===== src/rtl/trig_route_pkg.sv =====
`timescale 1ns/1ps
// Shared types for the trigger output router.
// Assumes the two edge-enable bits are decoded into one mode value.
package trig_route_pkg;

    typedef enum logic [1:0] {
        EM_LEVEL = 2'b00,
        EM_RISE  = 2'b01,
        EM_FALL  = 2'b10,
        EM_BOTH  = 2'b11
    } edge_mode_e;

    // Decode the two enable bits into a mode.
    function automatic edge_mode_e mode_of(input logic rise, input logic fall);
        return edge_mode_e'({fall, rise});
    endfunction

endpackage


===== src/rtl/trig_src_mux.sv =====
`timescale 1ns/1ps
// Source selector: picks one bus line by index.
// Assumes NUM_IN <= 2**SEL_W. Unimplemented indices read as 0.
module trig_src_mux #(
    parameter int NUM_IN = 68,
    parameter int SEL_W  = 7
) (
    input  logic [NUM_IN-1:0] bus,
    input  logic [SEL_W-1:0]  sel,
    output logic              lvl
);
    localparam int SPAN = 2 ** SEL_W;

    logic [SPAN-1:0] padded;

    // Widen the bus to the full index span; unused slots tie low.
    for (genvar i = 0; i < SPAN; i++) begin : g_pad
        if (i < NUM_IN) begin : g_real
            assign padded[i] = bus[i];
        end else begin : g_zero
            assign padded[i] = 1'b0;
        end
    end

    // Index into the widened vector.
    always_comb lvl = padded[sel];

endmodule


===== src/rtl/trig_edge_pulse.sv =====
`timescale 1ns/1ps
// Edge-to-pulse stage: compares the source with its previous-cycle value.
// Assumes the history is reloaded whenever the select moves, which
// suppresses any edge in the cycle of the switch. The history always
// tracks the source, so reset needs no special value here.
module trig_edge_pulse
    import trig_route_pkg::*;
#(
    parameter int SEL_W = 7
) (
    input  logic             clk,
    input  logic             src_lvl,
    input  logic [SEL_W-1:0] src_sel,
    input  edge_mode_e       mode,
    output logic             edge_lvl
);
    logic             prev_q;
    logic [SEL_W-1:0] sel_q;
    logic             prev_eff;
    logic             rise_hit;
    logic             fall_hit;

    // Record the source level and the select for the next cycle.
    always_ff @(posedge clk) begin
        prev_q <= src_lvl;
        sel_q  <= src_sel;
    end

    // Mask the history while the select differs from last cycle.
    always_comb prev_eff = (src_sel != sel_q) ? src_lvl : prev_q;

    // Detect both edge kinds.
    always_comb begin
        rise_hit = src_lvl & ~prev_eff;
        fall_hit = ~src_lvl & prev_eff;
    end

    // Choose level or pulse form according to the mode.
    always_comb begin
        unique case (mode)
            EM_LEVEL: edge_lvl = src_lvl;
            EM_RISE:  edge_lvl = rise_hit;
            EM_FALL:  edge_lvl = fall_hit;
            EM_BOTH:  edge_lvl = rise_hit | fall_hit;
            default:  edge_lvl = 1'b0;
        endcase
    end

endmodule


===== src/rtl/trig_out_stage.sv =====
`timescale 1ns/1ps
// Output stage: invert, gate with the enable, register.
// Assumes a disabled output must read 0 regardless of the invert setting.
module trig_out_stage (
    input  logic clk,
    input  logic rst_n,
    input  logic lvl,
    input  logic inv,
    input  logic en,
    output logic q
);
    // Register the inverted, gated level; clear on reset.
    always_ff @(posedge clk) begin
        if (!rst_n) q <= 1'b0;
        else        q <= en & (lvl ^ inv);
    end

endmodule


===== src/rtl/trig_route_out.sv =====
`timescale 1ns/1ps
// Trigger output router top: select -> edge stage -> invert -> enable gate.
// Assumes OUT_IDX < EN_W and NUM_IN <= 2**SEL_W. One clock of latency.
module trig_route_out
    import trig_route_pkg::*;
#(
    parameter int NUM_IN  = 68,
    parameter int SEL_W   = 7,
    parameter int EN_W    = 12,
    parameter int OUT_IDX = 0
) (
    input  logic              clk,
    input  logic              rst_n,
    input  logic [NUM_IN-1:0] trig_bus,
    input  logic [SEL_W-1:0]  src_sel,
    input  logic              rise_pulse_en,
    input  logic              fall_pulse_en,
    input  logic              out_inv,
    input  logic [EN_W-1:0]   out_en_vec,
    output logic              trig_out
);
    logic       src_lvl;
    logic       edge_lvl;
    edge_mode_e mode;

    // Decode the edge enables.
    always_comb mode = mode_of(rise_pulse_en, fall_pulse_en);

    trig_src_mux #(.NUM_IN(NUM_IN), .SEL_W(SEL_W)) u_mux (
        .bus (trig_bus),
        .sel (src_sel),
        .lvl (src_lvl)
    );

    trig_edge_pulse #(.SEL_W(SEL_W)) u_edge (
        .clk      (clk),
        .src_lvl  (src_lvl),
        .src_sel  (src_sel),
        .mode     (mode),
        .edge_lvl (edge_lvl)
    );

    trig_out_stage u_out (
        .clk   (clk),
        .rst_n (rst_n),
        .lvl   (edge_lvl),
        .inv   (out_inv),
        .en    (out_en_vec[OUT_IDX]),
        .q     (trig_out)
    );

endmodule


===== config.mk =====
export PLATFORM = sky130hd
export DESIGN_NAME = trig_route_out
export DESIGN_NICKNAME = d
export VERILOG_FILES = /design/src/rtl/trig_route_pkg.sv /design/src/rtl/trig_src_mux.sv /design/src/rtl/trig_edge_pulse.sv /design/src/rtl/trig_out_stage.sv /design/src/rtl/trig_route_out.sv
export SDC_FILE = /design/constraint.sdc
export NUM_CORES = 1
export LEC_CHECK = 0
export BUFFER_PORTS_ARGS = -buffer_cell sky130_fd_sc_hd__buf_2
export CORE_AREA = 2 2 55 57
export CTS_CLUSTER_DIAMETER = 100
export CTS_CLUSTER_SIZE = 25
export DETAILED_ROUTE_END_ITERATION = 10
export DIE_AREA = 0 0 57 59
export PLACE_DENSITY_LB_ADDON = 0.08
export SLEW_MARGIN = 20
export SYNTH_ARGS = -nofsm -noshare
export SYNTH_HDL_FRONTEND = slang
export SYNTH_SLANG_ARGS = --single-unit
export TNS_END_PERCENT = 20

===== constraint.sdc =====
create_clock -name clk -period 8 [get_ports clk]
set_clock_uncertainty 0.2 [all_clocks]
set_input_delay 0.4 -clock clk [delete_from_list [all_inputs] [get_ports clk]]
set_output_delay 0.4 -clock clk [all_outputs]
set_load 0.03 [all_outputs]

# Word level (Yosys, flattened, before mapping)
# Cells that the tools add are included.
op_classes:
  magnitude_cmp: 1
  n_eq_ne: 4
  muxes: 4
  bitwise: 7
  reduce_logical: 1
ops:
  columns: ["cell", "n"]
  rows:
  - ["< comparator 7 x 8 -> 1 bit, second input constant", 1]
  - ["binary-select mux 1 bit (select 7 bit)", 1]
  - ["inequality test 7 bit", 1]
  - ["== test 2 bit, second input constant", 2]
  - ["one-hot mux 1 bit (4 select lines)", 1]
  - ["AND 1 bit", 3]
  - ["== test 2 x 1 -> 1 bit, second input constant", 1]
  - ["zero test 2 bit", 1]
  - ["two-way mux 1 bit", 2]
  - ["NOT 1 bit", 2]
  - ["bitwise OR 1 bit", 1]
  - ["bitwise XOR 1 bit", 1]
word_totals:
  regBits: 9
  input_bits: 92
  out_inout_bits: 1
  wordCells: 20

# Logic depth before layout (Yosys ltp)
logic_depth:
  depth_word: 9
  depth_mapped: 16
  depth_no_buf: 13

# Hierarchy
# Synthesis repeated with hierarchy kept, for this count alone.
hier_totals:
  hier_cells: 77
  area_unflattened_um2: 997.2
by_module_without_submodules:
  columns: ["module", "instances", "cells_per_inst", "area_each_um2", "seq_area_each_um2"]
  rows:
  - ["trig_src_mux", 1, 50, 651.9, 0.0]
  - ["trig_edge_pulse", 1, 24, 310.3, 160.2]
  - ["trig_out_stage", 1, 3, 35.0, 20.0]

# Worst setup path after synthesis
# Ideal clock, no wire load.
synth_timing:
  path_kind: "input port to flip-flop"
  from: "in src_sel[1]"
  to: "reg u_out.q"
  setup_time_ps: 62
  t_arrival_ps: 3313
  required_ps: 7738
  path_slack_ps: 4425
  cell_stages: 15
  path_buffers: 2
  cell_sequence: "buf_2 -> buf_4 -> mux2i_1 -> nor4b_1 -> or4b_2 -> o21ai_2 -> o21ai_2 -> mux2i_1 -> ha_1 -> nand2_1 -> o21ai_0 -> a21oi_1 -> and4b_1 -> or3b_2 -> nand3_1"
synth_via:
  elab_chain_cells: 9
  word_cells_on_any_way: 12
  classes_between: "eq/ne: 1; mux: 4; bitwise: 7"
synth_rtl:
  columns: ["element", "line_no", "source"]
  rows:
  - ["start: declaration", "trig_route_out.sv:15", "input logic [SEL_W-1:0] src_sel,"]
  - ["binary-select mux 1 bit (select 7 bit)", "trig_src_mux.sv:26", "always_comb lvl = padded[sel];"]
  - ["two-way mux 1 bit (not written as such)", "trig_src_mux.sv:26", null]
  - ["two-way mux 1 bit", "trig_edge_pulse.sv:30", "always_comb prev_eff = (src_sel != sel_q) ? src_lvl : prev_q;"]
  - ["NOT 1 bit", "trig_edge_pulse.sv:34", "rise_hit = src_lvl & ~prev_eff;"]
  - ["AND 1 bit", "trig_edge_pulse.sv:34", null]
  - ["bitwise OR 1 bit", "trig_edge_pulse.sv:44", "EM_BOTH: edge_lvl = rise_hit | fall_hit;"]
  - ["one-hot mux 1 bit (4 select lines) *", "trig_edge_pulse.sv:40", "unique case (mode)"]
  - ["bitwise XOR 1 bit *", "trig_out_stage.sv:15", "else q <= en & (lvl ^ inv);"]
  - ["AND 1 bit *", "trig_out_stage.sv:15", null]
  - ["end signal: assignment", "trig_out_stage.sv:15", null]
  - ["end: declaration", "trig_out_stage.sv:10", "output logic q"]
# Every way passes the cells marked *; elsewhere a longest branch is shown, timed or not. The select of a mux whose other input is x is not followed.
# A chain may end at the register's enable or synchronous reset.

# Worst setup path in the final report
# Same ends and word-level chain as after synthesis.

==> impl_summary.md <==
Outcome
The flow ran to the end, and the final reports show no timing, DRC or antenna violations.

Detailed routing
After detailed routing, the average wire length per cell comes to approximately 14 um. The detailed router's first-iteration violation count is 16. The remaining antenna violation count after routing is 0. After detailed routing, the number of vias per cell comes to about 5.4.

The routed design has approximately 2900 um of wire. The count of vias placed by the detailed router is approximately 1.1k. In the routed design, unresolved DRC markers number 0. The number of search-and-repair iterations in the first detailed-routing pass is 4.

Timing
The final max-slew violation count is 0. Setup repair after global routing left no endpoint under its margin. The smallest clock period supported by the final layout is computed as ~4.0 ns. Setup violations remaining at the end of the flow were counted as 0. For the final routed database, the setup TNS stands at 0 ns.

At the pin with the least slew margin, the transition time is 0.6088 ns. The share of the clock period used by the worst path is 0.4947. Based on the critical path, the design can be clocked at up to 252.7 MHz. Measured against its own limit, the worst slew margin works out to 0.5941. The final hold violation count is 0.

Global route
For this run, global-route usage on met3 was measured as 0.03712. For met2 alone, demand over resource in global routing was 0.3695. The global-route total usage across every layer is 0.1824.

The layer flagged by global routing as most heavily used is met2. The number of antenna violations at the first check in global routing is 0. For met1 alone, demand over resource in global routing was 0.1948. Summed over all layers, the global routing overflow is 0. The first-pass GRT wire length is approximately 4800 um.

The via count of the first global-routing pass is about 1.2k. The pin count of the biggest net entering global routing is 25.

Placement
The congestion estimate from routability-driven global placement came to 0.8249. The detailed placer's ending HPWL is 2400 um. Buffers placed on the I/O ports in this run total between 80 and 90.

Worst setup path
The largest single stage delay on the critical path is between 0.5 and 0.6 ns. Of all nets on the critical path, the largest fanout is 24. Among the stages of the critical path, the cell type that occurs most often is sky130_fd_sc_hd__mux4_2. The worst setup path is captured at a flop. The worst path arrival time is 3.96 ns. The end of the critical path is u_out.q$_SDFF_PN0_. The reg-to-reg critical path startpoint is u_edge.sel_q[0]$_DFF_P_. The slowest stage of the critical path is the sky130_fd_sc_hd__mux4_2 cell. The startpoint type of the worst setup path is an input port.

The total number of cells along the worst setup path is 13. The slack of the worst reg-to-reg path is around 5.2 ns. Walking the worst path, the cells encountered are buf_2, mux4_2, mux4_2, o311ai_2, o21ai_2, mux2i_1, ha_1, nand2_1, o21ai_0, a21oi_1, and4b_1, or3b_2, nand3_1. The data required time at the worst endpoint is approximately 8.0 ns. The launching element of the worst setup path is src_sel[1]. The setup path with the least slack is of type input port to flop. Broken down by cell family, the worst path's largest delay share belongs to multiplexers. The worst reg2reg path depth is 11. Counting both buffers and inverters, the worst setup path holds a total of 1. The reg-to-reg critical path endpoint is u_out.q$_SDFF_PN0_.

Yosys
The share of the synthesized netlist area taken by xor and xnor gates is 0.05840. The number of unique standard cell types used by synthesis is 37. The predominant post-synthesis flop cell is sky130_fd_sc_hd__dfxtp_1. The portion of synthesized area spent on multiplexers is 0.4315. The number of flops mapped to enable cells by yosys is 0. Of the total synthesized cell area, the portion taken by full adders, half adders and majority gates is 0.02384.

The sequential element share of the synthesized area is 0.1716. A synthesized cell averages 10.93 um^2. The net count after synthesis is 190. The largest family of logic cells by synthesized area is multiplexers. The post-synthesis cell count is 96. The area fraction in compound gates after synthesis is 0.1049. The warning count from the yosys run is 0. Of the total synthesized cell area, the portion taken by AND, OR, NAND and NOR gates is 0.1561. In this run the cell area of the synthesized design comes to 1050 um^2.

After synthesis the netlist holds a flip-flop and latch count of 9. Of all flip-flops after synthesis, the portion carrying an async set or reset was 0.

Clocking
The clock slew seen by the registers of the worst setup and hold paths is roughly 0.06 ns. The number of buffers inserted for hold repair after clock tree synthesis is 0. The root buffer selected by CTS is sky130_fd_sc_hd__clkbuf_4. In this run the post-CTS setup repair buffer count came out at 0. The clock tree buffer depth is 2. The worst-skew pair later-pin latency is between 0.2 and 0.3 ns.

The TritonCTS sink count is 9. The deepest level of the CTS H-tree is 1. The number of gates resized after cts is 0. The clock tree from TritonCTS is yes. The total CTS buffers is 3.

Floorplan
For this design the top-level I/O count stands at 93. The die area is 3363 um^2. After floorplanning, the core was divided into 19 placement rows.

The initial utilization of the core area, before any placement, comes to 0.3874. The die span in y is between 50 and 60 um. The overall die width is 57 um. The core region is roughly 2700 um^2.

Pwr
The maximum VDD drop is 0.00008920 V. The leakage dissipation is roughly 0.73 nW. The completed layout was analyzed and its total power is between 0.1 and 0.15 mW. For this design the ratio of total power to cell area is between 100 and 150 nW/um^2.

Flow run
Max-cap violations in this run came to 0.

Cells and area
The share of cells above drive strength 1 is 0.5780. The synthesis-to-layout area growth is 40.17%. The net count reported at finish is about 270. 0 antenna diodes ended up in the layout.

Hold path
The worst min-delay path category is input port to flop.
[cells in the mapped netlist, types with 3 or more instances]
| library cell | number | area [um^2] |
|---|---|---|
| sky130_fd_sc_hd__nor2_1 | 5 | 18.77 |
| sky130_fd_sc_hd__nand3_1 | 4 | 20.02 |
| sky130_fd_sc_hd__xnor2_1 | 3 | 26.28 |
| sky130_fd_sc_hd__mux2i_1 | 13 | 130.1 |
| sky130_fd_sc_hd__nand2_1 | 3 | 11.26 |
| sky130_fd_sc_hd__buf_2 | 3 | 15.01 |
| sky130_fd_sc_hd__mux4_2 | 9 | 202.7 |
| sky130_fd_sc_hd__xor2_1 | 4 | 35.03 |
| sky130_fd_sc_hd__mux4_1 | 4 | 105.1 |
| sky130_fd_sc_hd__dfxtp_1 | 9 | 180.2 |
[flip-flops by register name (all words and copies together), names as in the netlist]
register,flops
u_edge.prev_q,1
u_edge.sel_q,7
u_out.q,1
[logic make-up (layout without fill, tap and decap cells)]
group,Yosys count,in the layout
buffers and inverters,10,87
AOI/OAI and AO/OA,14,14
muxes,27,27
xor gates and xnor gates,7,7
and+or+nand+nor,27,27
adders and majority gates,2,2
DFF,9,9
[worst register-to-register path, stage by stage, from the launching register on]
cell and delay (ns):
sky130_fd_sc_hd__dfxtp_1 0.31, sky130_fd_sc_hd__xor2_1 0.13, sky130_fd_sc_hd__nor4_1 0.33, sky130_fd_sc_hd__nand4_1 0.21, sky130_fd_sc_hd__mux2i_1 0.16, sky130_fd_sc_hd__ha_1 0.28
sky130_fd_sc_hd__nand2_1 0.07, sky130_fd_sc_hd__o21ai_0 0.08, sky130_fd_sc_hd__a21oi_1 0.22, sky130_fd_sc_hd__and4b_1 0.24, sky130_fd_sc_hd__or3b_2 0.44, sky130_fd_sc_hd__nand3_1 0.10
[routing by layer]
| metal | part of all wire | wire [um] | up-vias |
|---|---|---|---|
| met5 | 0 | 0 | - |
| met4 | 0 | 0 | 0 |
| met3 | 0.083 | 238 | 0 |
| met2 | 0.53 | 1528 | 49 |
| met1 | 0.38 | 1091 | 508 |
| li1 | - | - | 545 |
[worst min-delay path by stage]
stage                     startpoint                       to  slack [ns]  depth (start not counted)
after global routing      src_sel[6]  u_edge.sel_q[6]$_DFF_P_        0.10                          1
after CTS                 src_sel[6]  u_edge.sel_q[6]$_DFF_P_        0.09                          1
after floorplan           src_sel[0]  u_edge.sel_q[0]$_DFF_P_        0.23                          0
final                     src_sel[6]  u_edge.sel_q[6]$_DFF_P_         0.1                          1
after global placement    src_sel[6]  u_edge.sel_q[6]$_DFF_P_        0.37                          1
after detailed placement  src_sel[6]  u_edge.sel_q[6]$_DFF_P_        0.37                          1
[cells in the final DEF (no fill, tap or decap), drive strengths merged, types with 3 or more instances in the layout]
cell,synthesis,layout
buf,7,81
dfxtp,9,9
clkbuf,1,4
xor2,4,4
o21ai,4,4
mux4,13,13
nor2,5,5
nand2,3,3
nand3,4,4
mux2i,13,13
xnor2,3,3
[power by group]
| part | switching, mW | internal [mW] | total, mW | leakage (nW) |
|---|---|---|---|---|
| Clock | 0.0162 | 0.0192 | 0.0354 | 0.0150 |
| Sequential | 0.00110 | 0.0478 | 0.0489 | 0.0757 |
| Combinational | 0.0264 | 0.0367 | 0.0632 | 0.637 |
[metrics by stage]
stage                     worst slack (ns)  area, um^2  utilization  hold slack (ns)  std cells
after global placement               3.826        1445       0.5332           0.3691        200
after CTS                            4.022        1471       0.5429          0.09224        204
final                                4.042        1471       0.5429          0.09870        204
after detailed placement             3.741        1445       0.5332           0.3667        200
after floorplan                      4.425        1050            -           0.2277         96
after global routing                 3.797        1471       0.5429           0.1038        204
[layout make-up]
type                       instances  area [um^2]
fill                             267         1239
clock buffer                       4        26.28
multi-input combinational         77        813.3
tap                               31        38.79
inverter                           2        7.507
sequential                         9        180.2
timing repair buffer              81        405.4
Note: power is estimated with default switching activity, not from simulation.
